<file path="src/rtl/smr_pkg.sv">
package smr_pkg;
  typedef enum logic [1:0] {
    ROUTE_DRAM = 2'd0,
    ROUTE_PCI  = 2'd1,
    ROUTE_HOLE = 2'd2
  } route_e;

  localparam logic [1:0] SEL_CTL  = 2'd0;
  localparam logic [1:0] SEL_EXT  = 2'd1;
  localparam logic [1:0] SEL_WORD = 2'd2;

  // primary control byte
  localparam int CTL_OPEN = 0;
  localparam int CTL_LOCK = 1;
  localparam int CTL_GEN  = 2;
  // extended control byte
  localparam int EXT_TEN  = 0;
  localparam int EXT_SZ   = 1;
  localparam int EXT_HEN  = 3;

  localparam logic [7:0] CTL_WMASK      = 8'h07;
  localparam logic [7:0] CTL_WMASK_LCK  = 8'h00;
  localparam logic [7:0] EXT_WMASK      = 8'h0F;
  localparam logic [7:0] EXT_WMASK_LCK  = 8'h00;
  localparam logic [15:0] TSEG_QUERY    = 16'hFFFF;
endpackage

</file>
<file path="src/rtl/smr_regs.sv">
module smr_regs
  import smr_pkg::*;
#(
  parameter int EXT_TSEG_MB = 16
) (
  input  logic        clk_i,
  input  logic        rst_ni,
  input  logic        wr_en_i,
  input  logic [1:0]  wr_sel_i,
  input  logic [15:0] wr_data_i,
  output logic [7:0]  ctl_o,
  output logic [7:0]  ext_o,
  output logic [15:0] word_o
);
  localparam logic [15:0] EXT_WORD = 16'(EXT_TSEG_MB);

  logic [7:0]  ctl_q, ext_q, ctl_nxt, ext_nxt, ctl_m, ext_m;
  logic [15:0] word_q, word_nxt;
  logic        locked;

  assign locked = ctl_q[CTL_LOCK];
  assign ctl_m  = locked ? CTL_WMASK_LCK : CTL_WMASK;
  assign ext_m  = locked ? EXT_WMASK_LCK : EXT_WMASK;

  always_comb begin
    ctl_nxt = (ctl_q & ~ctl_m) | (wr_data_i[7:0] & ctl_m);
    ctl_nxt[CTL_LOCK] = ctl_nxt[CTL_LOCK] | locked;
    if (ctl_nxt[CTL_LOCK]) ctl_nxt[CTL_OPEN] = 1'b0;
    ext_nxt = (ext_q & ~ext_m) | (wr_data_i[7:0] & ext_m);
    if (EXT_TSEG_MB > 0 && wr_data_i == TSEG_QUERY) word_nxt = EXT_WORD;
    else word_nxt = wr_data_i;
  end

  always_ff @(posedge clk_i or negedge rst_ni) begin
    if (!rst_ni) begin
      ctl_q  <= '0;
      ext_q  <= '0;
      word_q <= TSEG_QUERY;
    end else if (wr_en_i) begin
      case (wr_sel_i)
        SEL_CTL:  ctl_q  <= ctl_nxt;
        SEL_EXT:  ext_q  <= ext_nxt;
        SEL_WORD: word_q <= word_nxt;
        default: ;
      endcase
    end
  end

  assign ctl_o  = ctl_q;
  assign ext_o  = ext_q;
  assign word_o = word_q;
endmodule

</file>
<file path="src/rtl/smr_tseg.sv">
module smr_tseg
  import smr_pkg::*;
#(
  parameter int              ADDR_W      = 32,
  parameter logic [ADDR_W-1:0] LOW_TOP   = 32'h8000_0000,
  parameter int              EXT_TSEG_MB = 16
) (
  input  logic [7:0]        ctl_i,
  input  logic [7:0]        ext_i,
  output logic              active_o,
  output logic [ADDR_W-1:0] base_o
);
  localparam logic [ADDR_W-1:0] SZ_1M = ADDR_W'(64'd1 << 20);
  localparam logic [ADDR_W-1:0] SZ_2M = ADDR_W'(64'd2 << 20);
  localparam logic [ADDR_W-1:0] SZ_8M = ADDR_W'(64'd8 << 20);

  logic [ADDR_W-1:0] sz_ext, size;

  generate
    if (EXT_TSEG_MB > 0) begin : g_ext
      assign sz_ext = ADDR_W'(64'(EXT_TSEG_MB) << 20);
    end else begin : g_no_ext
      assign sz_ext = '0;
    end
  endgenerate

  always_comb begin
    case (ext_i[EXT_SZ +: 2])
      2'd0:    size = SZ_1M;
      2'd1:    size = SZ_2M;
      2'd2:    size = SZ_8M;
      default: size = sz_ext;
    endcase
  end

  assign active_o = ext_i[EXT_TEN] & ctl_i[CTL_GEN];
  assign base_o   = LOW_TOP - size;
endmodule

</file>
<file path="src/rtl/smr_route.sv">
module smr_route
  import smr_pkg::*;
#(
  parameter int                ADDR_W    = 32,
  parameter logic [ADDR_W-1:0] LOW_TOP   = 32'h8000_0000,
  parameter logic [ADDR_W-1:0] LEG_BASE  = 32'h000A_0000,
  parameter logic [ADDR_W-1:0] WIN_SIZE  = 32'h0002_0000,
  parameter logic [ADDR_W-1:0] HIGH_BASE = 32'hFEDA_0000
) (
  input  logic [ADDR_W-1:0] addr_i,
  input  logic              smm_i,
  input  logic [7:0]        ctl_i,
  input  logic [7:0]        ext_i,
  input  logic              tseg_act_i,
  input  logic [ADDR_W-1:0] tseg_base_i,
  output logic [1:0]        route_o,
  output logic [ADDR_W-1:0] dram_addr_o
);
  localparam logic [ADDR_W-1:0] LEG_END  = LEG_BASE + WIN_SIZE;
  localparam logic [ADDR_W-1:0] HIGH_END = HIGH_BASE + WIN_SIZE;

  logic in_leg, in_high, in_tseg, open, gen, hen;
  route_e plain, rt;

  assign open    = ctl_i[CTL_OPEN];
  assign gen     = ctl_i[CTL_GEN];
  assign hen     = ext_i[EXT_HEN];
  assign in_leg  = addr_i >= LEG_BASE && addr_i < LEG_END;
  assign in_high = addr_i >= HIGH_BASE && addr_i < HIGH_END;
  assign in_tseg = tseg_act_i && addr_i >= tseg_base_i && addr_i < LOW_TOP;

  // view of a non-SMM agent
  always_comb begin
    if (in_tseg)       plain = ROUTE_HOLE;
    else if (in_leg)   plain = (open && !hen) ? ROUTE_DRAM : ROUTE_PCI;
    else if (in_high)  plain = (open && hen) ? ROUTE_DRAM : ROUTE_PCI;
    else if (addr_i < LOW_TOP) plain = ROUTE_DRAM;
    else               plain = ROUTE_PCI;
  end

  // SMM overlay on top of the plain view
  always_comb begin
    rt = plain;
    if (smm_i) begin
      if (in_tseg)                      rt = ROUTE_DRAM;
      else if (in_leg && gen && !hen)   rt = ROUTE_DRAM;
      else if (in_high && gen && hen)   rt = ROUTE_DRAM;
    end
  end

  assign route_o     = rt;
  assign dram_addr_o = in_high ? (addr_i - HIGH_BASE + LEG_BASE) : addr_i;
endmodule

</file>
<file path="src/rtl/smm_route_ctrl.sv">
module smm_route_ctrl
  import smr_pkg::*;
#(
  parameter int                ADDR_W      = 32,
  parameter logic [ADDR_W-1:0] LOW_TOP     = 32'h8000_0000,
  parameter logic [ADDR_W-1:0] LEG_BASE    = 32'h000A_0000,
  parameter logic [ADDR_W-1:0] WIN_SIZE    = 32'h0002_0000,
  parameter logic [ADDR_W-1:0] HIGH_BASE   = 32'hFEDA_0000,
  parameter int                EXT_TSEG_MB = 16
) (
  input  logic              clk_i,
  input  logic              rst_ni,
  input  logic              wr_en_i,
  input  logic [1:0]        wr_sel_i,
  input  logic [15:0]       wr_data_i,
  input  logic [ADDR_W-1:0] acc_addr_i,
  input  logic              acc_smm_i,
  output logic [1:0]        route_o,
  output logic [ADDR_W-1:0] dram_addr_o,
  output logic [7:0]        smram_ctl_o,
  output logic [7:0]        ext_ctl_o,
  output logic [15:0]       tseg_word_o
);
  logic              tseg_act;
  logic [ADDR_W-1:0] tseg_base;

  smr_regs #(.EXT_TSEG_MB(EXT_TSEG_MB)) i_regs (
    .clk_i     (clk_i),
    .rst_ni    (rst_ni),
    .wr_en_i   (wr_en_i),
    .wr_sel_i  (wr_sel_i),
    .wr_data_i (wr_data_i),
    .ctl_o     (smram_ctl_o),
    .ext_o     (ext_ctl_o),
    .word_o    (tseg_word_o)
  );

  smr_tseg #(.ADDR_W(ADDR_W), .LOW_TOP(LOW_TOP), .EXT_TSEG_MB(EXT_TSEG_MB)) i_tseg (
    .ctl_i    (smram_ctl_o),
    .ext_i    (ext_ctl_o),
    .active_o (tseg_act),
    .base_o   (tseg_base)
  );

  smr_route #(
    .ADDR_W(ADDR_W), .LOW_TOP(LOW_TOP), .LEG_BASE(LEG_BASE),
    .WIN_SIZE(WIN_SIZE), .HIGH_BASE(HIGH_BASE)
  ) i_route (
    .addr_i      (acc_addr_i),
    .smm_i       (acc_smm_i),
    .ctl_i       (smram_ctl_o),
    .ext_i       (ext_ctl_o),
    .tseg_act_i  (tseg_act),
    .tseg_base_i (tseg_base),
    .route_o     (route_o),
    .dram_addr_o (dram_addr_o)
  );
endmodule

</file>
<file path="config.mk">
export PLATFORM = sky130hd
export DESIGN_NAME = smm_route_ctrl
export DESIGN_NICKNAME = d
export VERILOG_FILES = /design/src/rtl/smr_pkg.sv /design/src/rtl/smr_regs.sv /design/src/rtl/smr_tseg.sv /design/src/rtl/smr_route.sv /design/src/rtl/smm_route_ctrl.sv
export SDC_FILE = /design/constraint.sdc
export NUM_CORES = 1
export LEC_CHECK = 0
export BUFFER_PORTS_ARGS = -buffer_cell sky130_fd_sc_hd__clkbuf_2
export CORE_ASPECT_RATIO = 1.4
export CORE_MARGIN = 4
export CORE_UTILIZATION = 40
export DETAILED_ROUTE_END_ITERATION = 10
export GPL_ROUTABILITY_DRIVEN = 0
export PLACE_DENSITY = 0.78
export RECOVER_POWER = 25
export SETUP_SLACK_MARGIN = 0.3
export SLEW_MARGIN = 20
export SYNTH_ARGS = -nofsm -noshare
export SYNTH_HDL_FRONTEND = slang
export SYNTH_SLANG_ARGS = --single-unit
</file>
<file path="constraint.sdc">
create_clock -name clk_i -period 3.5 [get_ports clk_i]
set_clock_uncertainty 0.2 [all_clocks]
set_input_delay 0.35 -clock clk_i [delete_from_list [all_inputs] [get_ports clk_i]]
set_output_delay 0.35 -clock clk_i [all_outputs]
set_load 0.1 [all_outputs]
</file>
==> flow_summary.ini <==
[setup_path]
critical_path.max_fanout = 4
startpoint_type = flop
crit_required_ps = 2950
critPathCaptureType = output pin
arrival_ps = 2680
crit_type = flop to output pin

[routing]
first_pass_iters = 4
via_per_inst = 5.134
detail-route-antenna-nets = 0
drc = 0
vias = 1612
drt-initial-drc-count = 39
wirelength_um = 4439
drt-wirelength-per-cell_um = 14.14

[pwr]
p_sw_frac = 0.5782
p_leak_nw = 1.114
sequentialPowerShare = 0.254
power_per_cell_area_nw_per_um2 = 669.8
p_comb_frac = 0.641
intPower_w = 0.0006444
power.switching_w = 0.0008833
peakVddDrop_uv = 463.3
clkPwrFrac = 0.105

[placed_design]
dp_slack_ps = 415.0
place_hpwl_um = 3686
dpl-instance-area_um2 = 2191
dp.cells = 308
port_buffers = 110

[sta]
min_period_ps = 3227
whs_ps = 114.3
post-route-period-util = 0.9221
fmax_mhz = 309.8
hold_viol_final = 0
rsz0062_at_grt = yes
tightest_slew_ps = 1173
finalMaxSlewViolations = 0
relSlewSlack = 0.2182
fin_ws_ps = 272.5
setup_tns_ps = 0
setup_viol = 0

[final_layout]
fin_cells = 314
multi_input_area_um2 = 950.9
stdcell_area_um2 = 2281
nFillCells = 362
syn_to_final_growth_pct = 34.24
final_nets = 334
diodes = 0
seq_area_um2 = 600.6
drive_gt1_frac = 0.5572

[clocking]
cts_buffer_depth = 2
cts_sinks = 23
clkTransAtPathRegs_ps = 80
cts_inserted_buffers = 3
clk_latency_ps = 260
clockRootBuffer = clkbuf_8
cts.htree.levels = 1
cts_tree = built

[yosys]
yosysTopAreaCellShare = 0.2474
synth_area_leaders = dfstp_2, buf_4, dfrtp_1
synthesis.area_um2 = 1699
post-synth-top-count-cell = buf_4
async_flop_share = 1.000
synth_edf_count = 0
yosys.area.top_type = dfstp_2
yosys_warnings = 0
yosysUniqueCellTypes = 43
synth_top_cells_by_count = buf_4, dfstp_2, a22o_1
netlist_instances = 179
ys.flop_type = dfstp_2
yosysSeqAreaShare = 0.3505
synth.avg_cell_area_um2 = 9.492
ys_seq_elements = 23

[floorplanning]
die_w_um = 63.09
start_util = 0.4227
dieArea_um2 = 5369
fp-row-count = 27
ioPinCount = 120
core_region_area_um2 = 4020
die_h_um = 85.12

[run]
drv_cap = 0

[grt]
antenna_found_initial = 0
gr-usage-all-layers = 0.1632
grt_start_max_net_pins = 24
grt_pass1_vias = 1650
grt_pass1_wl_um = 7362
grt_overflow_total = 0

[hold_path]
min_path_type = input pin to flop

[run_status]
status = finished clean
placed cells by master, fill, tap and decap left out, types with 2 or more instances in the layout:
master and instances:
clkbuf_2 106, dfstp_2 16, a22o_1 15, nor2_1 11, conb_1 9, nor2b_1 8, inv_1 7, nand2_1 7
nand4_1 6, mux2_2 6, ha_1 6, nor4_1 5, nand3_1 5, dfrtp_1 5, o21a_1 4, o21ai_0 3
nor3_1 3, clkbuf_8 3, clkbuf_1 3, nand2b_1 2, and3_1 2, nor4b_1 2, ha_4 2, buf_12 2
logic make-up (layout without fill, tap and decap cells):
logic type,count (synthesis),after routing,share of synthesized area
adders and majority gates,8,8,0.05891
and+or+nand+nor,60,60,0.2025
muxes,6,6,0.03976
buffers and inverters,41,125,0.1591
AOI/OAI and AO/OA,39,39,0.1819
xor gates and xnor gates,1,1,0.005156
DFF,23,23,0.3505
other,1,9,0.002207
worst paths after layout:
check / start / endpoint / slack, ps / cells past startpoint
setup / recovery: flop / route_o[1] / 270 / 10
hold / removal: wr_data_i[12] / i_regs.word_o[12] / 110 / 2
setup reg to reg: i_regs.ctl_o[1] / flop / 1610 / 2
hold reg to reg: i_regs.ctl_o[1] / i_regs.ctl_o[1] / 360 / 1
max in group asynchronous: rst_ni / asynchronous set/reset pin / 1600 / 2
min in group asynchronous: rst_ni / asynchronous set/reset pin / 650 / 2
power by group through the flow:
stage,combinational [W],clock (W),sequential (W)
final,0.000980,0.000160,0.000387
after global routing,0.00103,0.000175,0.000397
after CTS,0.000985,0.000165,0.000388
after detailed placement,0.000954,0,0.000396
after global placement,0.000946,0,0.000394
after floorplan,0.000436,0,0.000780
worst max-delay path, cell delays in order (launching register included):
cell and delay [ps]:
dfrtp_4 490, or2_4 240, ha_4 260, inv_2 40, ha_4 250, nor4bb_4 180
o2111ai_1 170, nor4b_2 290, o31ai_2 130, a21oi_4 190, buf_12 190
timing repair:
item / CTS / global route
hold endpoints to repair: 7 / 0
hold buffers: 1 / 0
pin swaps: 5 / 0
resized for setup: 5 / 0
cloned: 0 / 0
setup endpoints to repair: 2 / 2
buffers inserted: 1 / 0
per-stage QoR:
| stage | util | total power (W) |
|---|---|---|
| after detailed placement | 0.5450 | 0.001350 |
| after CTS | 0.5689 | 0.001538 |
| after global placement | 0.5450 | 0.001340 |
| final | 0.5674 | 0.001528 |
| after global routing | 0.5674 | 0.001600 |
| after floorplan | - | 0.001216 |
metal layers:
layer	vias to the layer above	wire, um	track usage
met5	-	0	0
met4	0	84	0.04819
met2	82	2336	0.3112
li1	809	-	-
met1	712	1641	0.1782
met3	9	378	0.03311
layout make-up:
cell class,count,share of cell area
Sequential cell,23,0.2633
Tap cell,43,0.02359
Multi-Input combinational cell,123,0.4169
Inverter,8,0.01317
Clock buffer,3,0.01810
Clock inverter,1,0.002194
Timing Repair Buffer,113,0.2628
No activity file was read; power rests on OpenSTA's default activity.
